--- src/rtl/walk_pkg.sv ---
package walk_pkg;
    localparam int ENTRY_W    = 32;
    localparam int VA_W       = 32;
    localparam int PA_W       = 36;
    localparam int PAGE_SHIFT = 12;
    localparam int L3_BITS    = 6;
    localparam int L2_BITS    = 6;
    localparam int L1_BITS    = 8;
    localparam int LEVELS     = 4;
    localparam int PPN_LSB    = 8;
    localparam int PTR_LSB    = 2;
    localparam int PTR_SHIFT  = 6;
    localparam int ROOT_W     = PA_W - PTR_SHIFT;
    localparam int VPN_W      = VA_W - PAGE_SHIFT;
    localparam int L2_SHIFT   = PAGE_SHIFT + L3_BITS;
    localparam int L1_SHIFT   = L2_SHIFT + L2_BITS;

    typedef enum logic [1:0] {
        KIND_NONE  = 2'd0,
        KIND_TABLE = 2'd1,
        KIND_PAGE  = 2'd2,
        KIND_RSVD  = 2'd3
    } kind_e;

    typedef enum logic [2:0] {
        FLT_OK      = 3'd0,
        FLT_INVALID = 3'd1,
        FLT_XLATE   = 3'd4,
        FLT_BUS     = 3'd5
    } flt_e;

    typedef enum logic [1:0] {
        ST_IDLE,
        ST_FETCH,
        ST_REPORT
    } st_e;

    function automatic int keep_bits(input int lvl);
        return (lvl == 0) ? VA_W : (lvl == 1) ? L1_SHIFT :
               (lvl == 2) ? L2_SHIFT : PAGE_SHIFT;
    endfunction
endpackage

--- src/rtl/walk_index_sel.sv ---
module walk_index_sel
    import walk_pkg::*;
(
    input  logic [1:0]       level,
    input  logic [VPN_W-1:0] vpn,
    output logic [PA_W-1:0]  offset
);
    logic [L1_BITS-1:0] idx1;
    logic [L2_BITS-1:0] idx2;
    logic [L3_BITS-1:0] idx3;

    assign idx3 = vpn[0 +: L3_BITS];
    assign idx2 = vpn[L3_BITS +: L2_BITS];
    assign idx1 = vpn[L3_BITS + L2_BITS +: L1_BITS];

    always_comb begin
        unique case (level)
            2'd1:    offset = PA_W'({idx1, 2'b00});
            2'd2:    offset = PA_W'({idx2, 2'b00});
            2'd3:    offset = PA_W'({idx3, 2'b00});
            default: offset = '0;
        endcase
    end
endmodule

--- src/rtl/walk_leaf_addr.sv ---
module walk_leaf_addr
    import walk_pkg::*;
(
    input  logic [1:0]                 level,
    input  logic [ENTRY_W-PPN_LSB-1:0] ppn,
    input  logic [VA_W-1:0]            va,
    output logic [PA_W-1:0]            paddr
);
    logic [PA_W-1:0] keep_mask [LEVELS];
    logic [PA_W-1:0] page_base;

    for (genvar g = 0; g < LEVELS; g++) begin : g_mask
        localparam int KEEP = keep_bits(g);
        assign keep_mask[g] = (PA_W'(1) << KEEP) - PA_W'(1);
    end

    assign page_base = {ppn, {PAGE_SHIFT{1'b0}}};
    assign paddr = (page_base & ~keep_mask[level]) | (PA_W'(va) & keep_mask[level]);
endmodule

--- src/rtl/walk_entry_classify.sv ---
module walk_entry_classify
    import walk_pkg::*;
(
    input  logic [1:0] kind_bits,
    input  logic       bus_err,
    input  logic [1:0] level,
    output logic       terminal,
    output flt_e       ftype
);
    kind_e kind;
    assign kind = kind_e'(kind_bits);

    always_comb begin
        terminal = 1'b1;
        ftype    = FLT_OK;
        if (bus_err) begin
            ftype = FLT_BUS;
        end else begin
            unique case (kind)
                KIND_NONE:  ftype = FLT_INVALID;
                KIND_RSVD:  ftype = FLT_XLATE;
                KIND_PAGE:  ftype = FLT_OK;
                KIND_TABLE: begin
                    if (level == 2'(LEVELS - 1)) ftype = FLT_XLATE;
                    else                          terminal = 1'b0;
                end
                default:    ftype = FLT_XLATE;
            endcase
        end
    end
endmodule

--- src/rtl/mmu_table_walker.sv ---
module mmu_table_walker
    import walk_pkg::*;
#(
    parameter int CTX_W = 8
) (
    input  logic                 clk,
    input  logic                 rst_n,
    input  logic                 req_valid,
    input  logic [VA_W-1:0]      req_vaddr,
    input  logic [2:0]           req_acc,
    input  logic [ROOT_W-1:0]    ctx_tbl_ptr,
    input  logic [CTX_W-1:0]     ctx_num,
    output logic                 busy,
    output logic                 mem_req,
    output logic [PA_W-1:0]      mem_addr,
    input  logic                 mem_ack,
    input  logic                 mem_err,
    input  logic [ENTRY_W-1:0]   mem_rdata,
    output logic                 done,
    output logic                 res_fault,
    output logic [2:0]           res_ftype,
    output logic [1:0]           res_level,
    output logic [ENTRY_W-1:0]   res_pte,
    output logic [PA_W-1:0]      res_paddr,
    output logic [VA_W-1:0]      res_vaddr,
    output logic [2:0]           res_acc
);
    st_e               st_q, st_d;
    logic [1:0]        lvl_q;
    logic [1:0]        lvl_nxt;
    logic [PA_W-1:0]   addr_q;
    logic [VA_W-1:0]   va_q;
    logic [2:0]        acc_q;
    logic [PA_W-1:0]   nxt_off;
    logic [PA_W-1:0]   leaf_pa;
    logic [PA_W-1:0]   root_addr;
    logic [PA_W-1:0]   next_tbl;
    logic              walk_end;
    flt_e              cls_ft;

    assign lvl_nxt   = lvl_q + 2'd1;
    assign root_addr = {ctx_tbl_ptr, {PTR_SHIFT{1'b0}}} + PA_W'({ctx_num, 2'b00});
    assign next_tbl  = {mem_rdata[ENTRY_W-1:PTR_LSB], {PTR_SHIFT{1'b0}}} + nxt_off;

    walk_index_sel u_idx (
        .level  (lvl_nxt),
        .vpn    (va_q[VA_W-1:PAGE_SHIFT]),
        .offset (nxt_off)
    );

    walk_entry_classify u_cls (
        .kind_bits (mem_rdata[1:0]),
        .bus_err   (mem_err),
        .level     (lvl_q),
        .terminal  (walk_end),
        .ftype     (cls_ft)
    );

    walk_leaf_addr u_leaf (
        .level (lvl_q),
        .ppn   (mem_rdata[ENTRY_W-1:PPN_LSB]),
        .va    (va_q),
        .paddr (leaf_pa)
    );

    // next-state decision
    always_comb begin
        st_d = st_q;
        unique case (st_q)
            ST_IDLE:   if (req_valid) st_d = ST_FETCH;
            ST_FETCH:  if (mem_ack && walk_end) st_d = ST_REPORT;
            ST_REPORT: st_d = ST_IDLE;
            default:   st_d = ST_IDLE;
        endcase
    end

    // state register
    always_ff @(posedge clk) begin
        if (!rst_n) st_q <= ST_IDLE;
        else        st_q <= st_d;
    end

    // walk datapath and result registers
    always_ff @(posedge clk) begin
        if (!rst_n) begin
            lvl_q     <= '0;
            addr_q    <= '0;
            va_q      <= '0;
            acc_q     <= '0;
            res_fault <= 1'b0;
            res_ftype <= '0;
            res_level <= '0;
            res_pte   <= '0;
            res_paddr <= '0;
            res_vaddr <= '0;
            res_acc   <= '0;
        end else begin
            if (st_q == ST_IDLE && req_valid) begin
                va_q   <= req_vaddr;
                acc_q  <= req_acc;
                lvl_q  <= '0;
                addr_q <= root_addr;
            end else if (st_q == ST_FETCH && mem_ack) begin
                if (!walk_end) begin
                    lvl_q  <= lvl_nxt;
                    addr_q <= next_tbl;
                end else begin
                    res_fault <= (cls_ft != FLT_OK);
                    res_ftype <= cls_ft;
                    res_level <= lvl_q;
                    res_pte   <= (cls_ft == FLT_OK) ? mem_rdata : '0;
                    res_paddr <= (cls_ft == FLT_OK) ? leaf_pa : '0;
                    res_vaddr <= va_q;
                    res_acc   <= acc_q;
                end
            end
        end
    end

    assign busy     = (st_q != ST_IDLE);
    assign mem_req  = (st_q == ST_FETCH);
    assign done     = (st_q == ST_REPORT);
    assign mem_addr = addr_q;
endmodule

--- config.mk ---
export PLATFORM = sky130hd
export DESIGN_NAME = mmu_table_walker
export DESIGN_NICKNAME = d
export VERILOG_FILES = /design/src/rtl/walk_pkg.sv /design/src/rtl/walk_index_sel.sv /design/src/rtl/walk_leaf_addr.sv /design/src/rtl/walk_entry_classify.sv /design/src/rtl/mmu_table_walker.sv
export SDC_FILE = /design/constraint.sdc
export NUM_CORES = 1
export LEC_CHECK = 0
export ABC_AREA = 1
export BUFFER_PORTS_ARGS = -buffer_cell sky130_fd_sc_hd__buf_2
export CORE_UTILIZATION = 43
export DETAILED_ROUTE_END_ITERATION = 12
export PLACE_DENSITY = 0.68
export SETUP_SLACK_MARGIN = 0.5
export SLEW_MARGIN = 25
export SYNTH_ARGS = -nofsm -noshare
export SYNTH_HDL_FRONTEND = slang
export SYNTH_SLANG_ARGS = --single-unit
--- constraint.sdc ---
create_clock -name clk -period 3.1 [get_ports clk]
set_input_delay 0.31 -clock clk [delete_from_list [all_inputs] [get_ports clk]]
set_output_delay 0.31 -clock clk [all_outputs]
set_load 0.02 [all_outputs]
[Yosys cells after proc, flatten, opt, wreduce, memory -nomap -nowiden]
Cells that the tools add are included.
Word-level totals
  register bits: 184
  bits in latches: 0
  memory bits (writable): 0
  bits in read-only memories: 0
  logic and storage cells: 68
  memories kept: 0
Cells by class
  add/subtract/negate cells: 3
  multiply operators: 0
  divide/modulo/power cells: 0
  magnitude comparators: 1
  eq/ne operators: 12
  shift operators: 0
  muxes and demuxes: 18
  bitwise operators: 8
  reduce and logical (&&, ||, !) cells: 14
Operator list (number)
  $mux W36: 6
  $bmux W36 S2: 1
  $add A36 B10 Y36: 1
  $add A36 B36 Y36: 1
  $and A32 B36 Y36: 1
  $and A36 B36 Y36: 1
  $not A36 Y36: 1
  $or A36 B36 Y36: 1
  $mux W32: 1
  $pmux W10 S3: 1
  $eq A2 B2 Y1 const B: 6
  $pmux W3 S4: 1
  $eq A2 B1 Y1 const B: 3
  $mux W3: 2
  $reduce_and A2 Y1: 3
  $logic_not A2 Y1: 2
  $mux W2: 2
  $ne A2 B1 Y1 const B: 2
  $pmux W2 S2: 1
  $reduce_bool A2 Y1: 2
  $ge A3 B3 Y1 const B: 1
  $logic_and A1 B1 Y1: 3
  $logic_not A3 Y1: 1
  $mux W1: 3
  7 further kinds: 9

[Depth between registers and ports, before layout]
  depth in word-level cells: 8
  depth in mapped cells: 19
  mapped depth without buffers: 19

[Cells and area by module]
A second synthesis with hierarchy kept.
Second synthesis, totals
  cell total of the unflattened synthesis: 1559
  area total of the unflattened synthesis: 10348.7 um2
Modules (own cells, without submodules)
  mmu_table_walker: times used 1, cells an instance 1405, area an instance 9495.4 um2
  walk_leaf_addr: times used 1, cells an instance 82, area an instance 426.7 um2
  walk_index_sel: times used 1, cells an instance 62, area an instance 381.6 um2
  walk_entry_classify: times used 1, cells an instance 10, area an instance 45.0 um2

[Least setup slack after synthesis]
Ideal clock, no wire load.
  kind: register -> register
  start: register lvl_q[1]
  end: register addr_q[12] (netlist: mem_addr[12])
  arrival time: 2474 ps
  data required time: 2987 ps
  slack: 512 ps
  stages on the path, launching flop included: 17
  path buffers: 1
  path through: dfxtp_1 -> inv_1 -> ha_1 -> clkbuf_1 -> nand2_1 -> nand3_1 -> nand2_1 -> inv_1 -> fa_1 -> nand2_1 -> inv_1 -> a21oi_1 -> nor2_1 -> o21ai_0 -> o21ai_0 -> o21ai_1 -> inv_1
On the way
  longest elaborated chain between the ends: 7
  elaborated cells between the ends (all ways): 15
Ends and longest elaborated chain
  start: declaration: RTL line mmu_table_walker.sv:29  | logic [1:0] lvl_q;
  start signal: assignment: RTL line mmu_table_walker.sv:105  | lvl_q <= lvl_nxt;
  $add A2 B1 Y2: RTL line mmu_table_walker.sv:41  | assign lvl_nxt = lvl_q + 2'd1;
  $eq A2 B2 Y1 / $eq A2 B1 Y1 (equally long branches): RTL line walk_index_sel.sv:17  | unique case (level)
  $pmux W10 S3: RTL line walk_index_sel.sv:17
  $add A36 B36 Y36: RTL line mmu_table_walker.sv:43  | assign next_tbl = {mem_rdata[ENTRY_W-1:PTR_LSB], {PTR_SHIFT{1'b0}}} + nxt_off;
  $mux W36: RTL line mmu_table_walker.sv:104  | if (!walk_end) begin
  $mux W36: RTL line mmu_table_walker.sv:103  | end else if (st_q == ST_FETCH && mem_ack) begin
  $mux W36: RTL line mmu_table_walker.sv:98  | if (st_q == ST_IDLE && req_valid) begin
  end signal: assignment: RTL line mmu_table_walker.sv:102  | addr_q <= root_addr;
  end signal: assignment: RTL line mmu_table_walker.sv:106  | addr_q <= next_tbl;
  end: declaration: RTL line mmu_table_walker.sv:31  | logic [PA_W-1:0] addr_q;
Several ways; a longest one is shown, not always the timed one. The select of a mux whose other input is x is not followed.
A chain may end at the register's enable or synchronous reset.

[Final worst setup path]
  start: register lvl_q[1]
  end: register addr_q[30] (netlist: mem_addr[30])
The elaborated chain is that of the path after synthesis.

==> flow_summary_export.csv <==
group,metric,value,unit
status,status,"finished clean",
timing,period_share,78.9,%
floorplanning,core,20200,um^2
floorplanning,num_io_pins,258,
timing,slew_violations,0,
floorplanning,rows,52,
timing,maxSlewHeadroom,55.7,%
drt,totalWireLength,31200,um
placement,dpl.hpwl,23400,um
clock_network,cts_buffer_depth,2,
layout,syn_to_final_growth,23.7,%
clock_network,postCtsHoldBufs,0,
floorplanning,dieArea,21200,um^2
timing,setup_viol,0,
global_routing,grt_use_total,29.1,%
floorplanning,die_height,146,um
critical_path,cp_common_cell,"nand2_1",
min_path,hp-class,"in -> reg",
yosys,yosysMostFrequentCell,"nor2_1",
clock_network,clock_sinks,177,
yosys,synth_common_cells,"nor2_1, nand2_1, dfxtp_1",
drt,antenna_left,0,
critical_path,critPathMaxStageDelay,0.38,ns
critical_path,worst-path-buf-inv,4,
power,switchingPower,1.77,mW
timing,fmax,409,MHz
critical_path,worstPathArrival,2.80,ns
yosys,synthCells,1329,
yosys,synth_ff_type,"dfxtp_1",
layout,stdcell_count,1839,
placement,dp.cells,1802,
yosys,synth_area_leaders,"dfxtp_1, nor2_1, nand2_1",
yosys,avgSynthCellArea,6.68,um^2
critical_path,critPathRequiredTime,3.45,ns
drt,drt_iter0_markers,758,
yosys,synth_edf_count,0,
timing,period_minus_slack,2.44,ns
placement,port-buffer-count,254,
timing,worst_slew_pin_slew,0.664,ns
yosys,synth_top_area_share,39.9,%
yosys,synth_top_area_cell,"dfxtp_1",
yosys,ys_types,41,
clock_network,tritoncts,"yes",
critical_path,path_cells,"buf_4 > ha_4 > nand2_1 > nand3_1 > nand2_1 > inv_1 > ha_2 > fa_2 > nand2_1 > inv_2 > a21oi_4 > nor2_4 > buf_4 > nand2_1 > nand2_1 > nand3_1 > nand3_1 > a21oi_1",
global_routing,grt_pass1_vias,8754,
yosys,ys_seq_area_share,39.9,%
global_routing,antenna_found_initial,1,
placement,gp_congestion,0.996,
power,leakage,5.30,nW
yosys,ys_warn_count,0,
timing,finClkSkew,0.00752,ns
flow_run,drv_cap,0,
timing,setup_tns,0,ns
clock_network,htree_num_levels,4,
clock_network,root_buffer,"clkbuf_16",
layout,diodes,0,
yosys,synth_area,8880,um^2
power,p_comb_share,17.0,%
clock_network,cts.clk_slew.worst_paths,0.07,ns
critical_path,worst_setup_path_start_kind,"flip-flop",
drt,routedWlPerCell,17.0,um
clock_network,cts_inserted_buffers,17,
critical_path,end_kind,"flip-flop",
power,switching_share,31.9,%
placement,pre_cts_slack,0.310,ns
timing,final_hold_viol_count,0,
yosys,ys_ff_latch,177,
critical_path,path_delay_family,"adder cells",
floorplanning,die_w,146,um
layout,drive_gt1_share,22.2,%
global_routing,grt_pass1_wl,48200,um
clock_network,clkLatencyLatePin,0.44,ns
power,p_clk_share,38.4,%
power,p_seq_share,44.6,%
global_routing,grt_max_degree,102,
drt,post-route-drc-count,0,
timing,layout_setup_ws,0.655,ns
drt,viasPerCell,5.26,
power,ir_drop,370,uV
critical_path,path_class,"reg -> reg",
floorplanning,start_util,43.9,%
layout,final_nets,1681,
power,p_per_area,505,nW/um^2
drt,first_pass_iters,7,
drt,vias,9668,
global_routing,grt_overflow,0,
yosys,async_reset_ff_share,0,%
critical_path,critPathMaxFanout,7,
power,p_int,3.78,mW
timing,rsz0062_at_grt,"false",
critical_path,cp_slowest_cell,"fa_2",
[power groups by stage]
stage / Combinational, mW / Clock (mW) / Sequential (mW)
after global routing: 1.04 / 2.25 / 2.48
after floorplan: 0.494 / 0 / 2.59
after CTS: 0.924 / 2.16 / 2.47
after global placement: 0.916 / 0 / 2.52
final: 0.943 / 2.13 / 2.47
after detailed placement: 0.918 / 0 / 2.52
[state kept, by name, summed over array words and instances (netlist names)]
name       count
res_fault      1
st_q           2
mem_addr      34
res_level      2
va_q          32
acc_q          3
res_pte       32
res_ftype      2
res_paddr     32
res_acc        3
res_vaddr     32
lvl_q          2
[timing repair]
action | in CTS | in global routing
endpoints found under the setup margin | 19 | 26
setup buffers | 0 | 5
endpoints found under the hold margin | 0 | 0
resized for setup | 3 | 23
pin swaps | 0 | 6
[kinds of logic after synthesis]
kind of cell | count (synthesis) | synth area share, %
simple gates | 729 | 34.1
fa+ha+maj | 15 | 2.28
other cells | 1 | 0.0422
xor+xnor | 8 | 0.789
flops | 177 | 39.9
buf+inv | 166 | 8.27
compound gates | 233 | 14.6
[layer usage]
| metal | GRT usage (%) | vias to the layer above | routed length [um] |
|---|---|---|---|
| li1 | - | 4756 | - |
| met1 | 38.9 | 4466 | 13900 |
| met2 | 45.9 | 392 | 14200 |
| met3 | 6.96 | 52 | 2340 |
| met4 | 9.84 | 2 | 737 |
| met5 | 0 | - | 8 |
[worst paths after layout]
kind                            cells after the start  slack, ns                         to                    start
worst max-delay path                               18       0.66  mem_addr[30]$_SDFFE_PN0P_    lvl_q[1]$_SDFFE_PP0P_
worst min-delay path                                3       0.11      va_q[10]$_SDFFE_PN0P_            req_vaddr[10]
worst max register to register                     18       0.66  mem_addr[30]$_SDFFE_PN0P_    lvl_q[1]$_SDFFE_PP0P_
worst min register to register                      2       0.44    res_pte[0]$_SDFFE_PN0P_  res_pte[0]$_SDFFE_PN0P_
[cell type report]
type,instances,area (um^2)
fillers,2053,9250
repair buffers,274,1450
flip-flops and latches,177,3550
multi-input cells,988,4700
clock buffers,18,439
clock inverters,14,135
well taps,270,338
inverters,98,370
[worst min-delay path, stage by stage]
cell,delay (ns)
buf_2,0.07
o21ai_0,0.07
nor2_1,0.07
[stage by stage]
step	total power, mW	utilization (%)	hold WS (ns)	cell area (um^2)
finish	5.54	54.3	0.111	11000
detailed placement	3.44	50.8	0.434	10300
global placement	3.44	50.8	0.421	10300
CTS	5.56	53.6	0.102	10900
floorplan	3.08	-	0.447	8890
global route	5.77	54.3	0.106	11000
[layout by cell type (no fill, tap or decap), types with 6 or more instances in the layout]
cell type,count
a211oi_1,7
a21oi_1,79
a22oi_1,34
buf_2,254
buf_4,17
clkbuf_16,17
dfxtp_1,175
ha_1,8
inv_1,89
inv_2,6
nand2_1,287
nand3_1,100
nand4_1,15
nor2_1,292
nor3_1,7
o21ai_0,90
o21ai_1,8
Power figures use the tool's default switching activity.
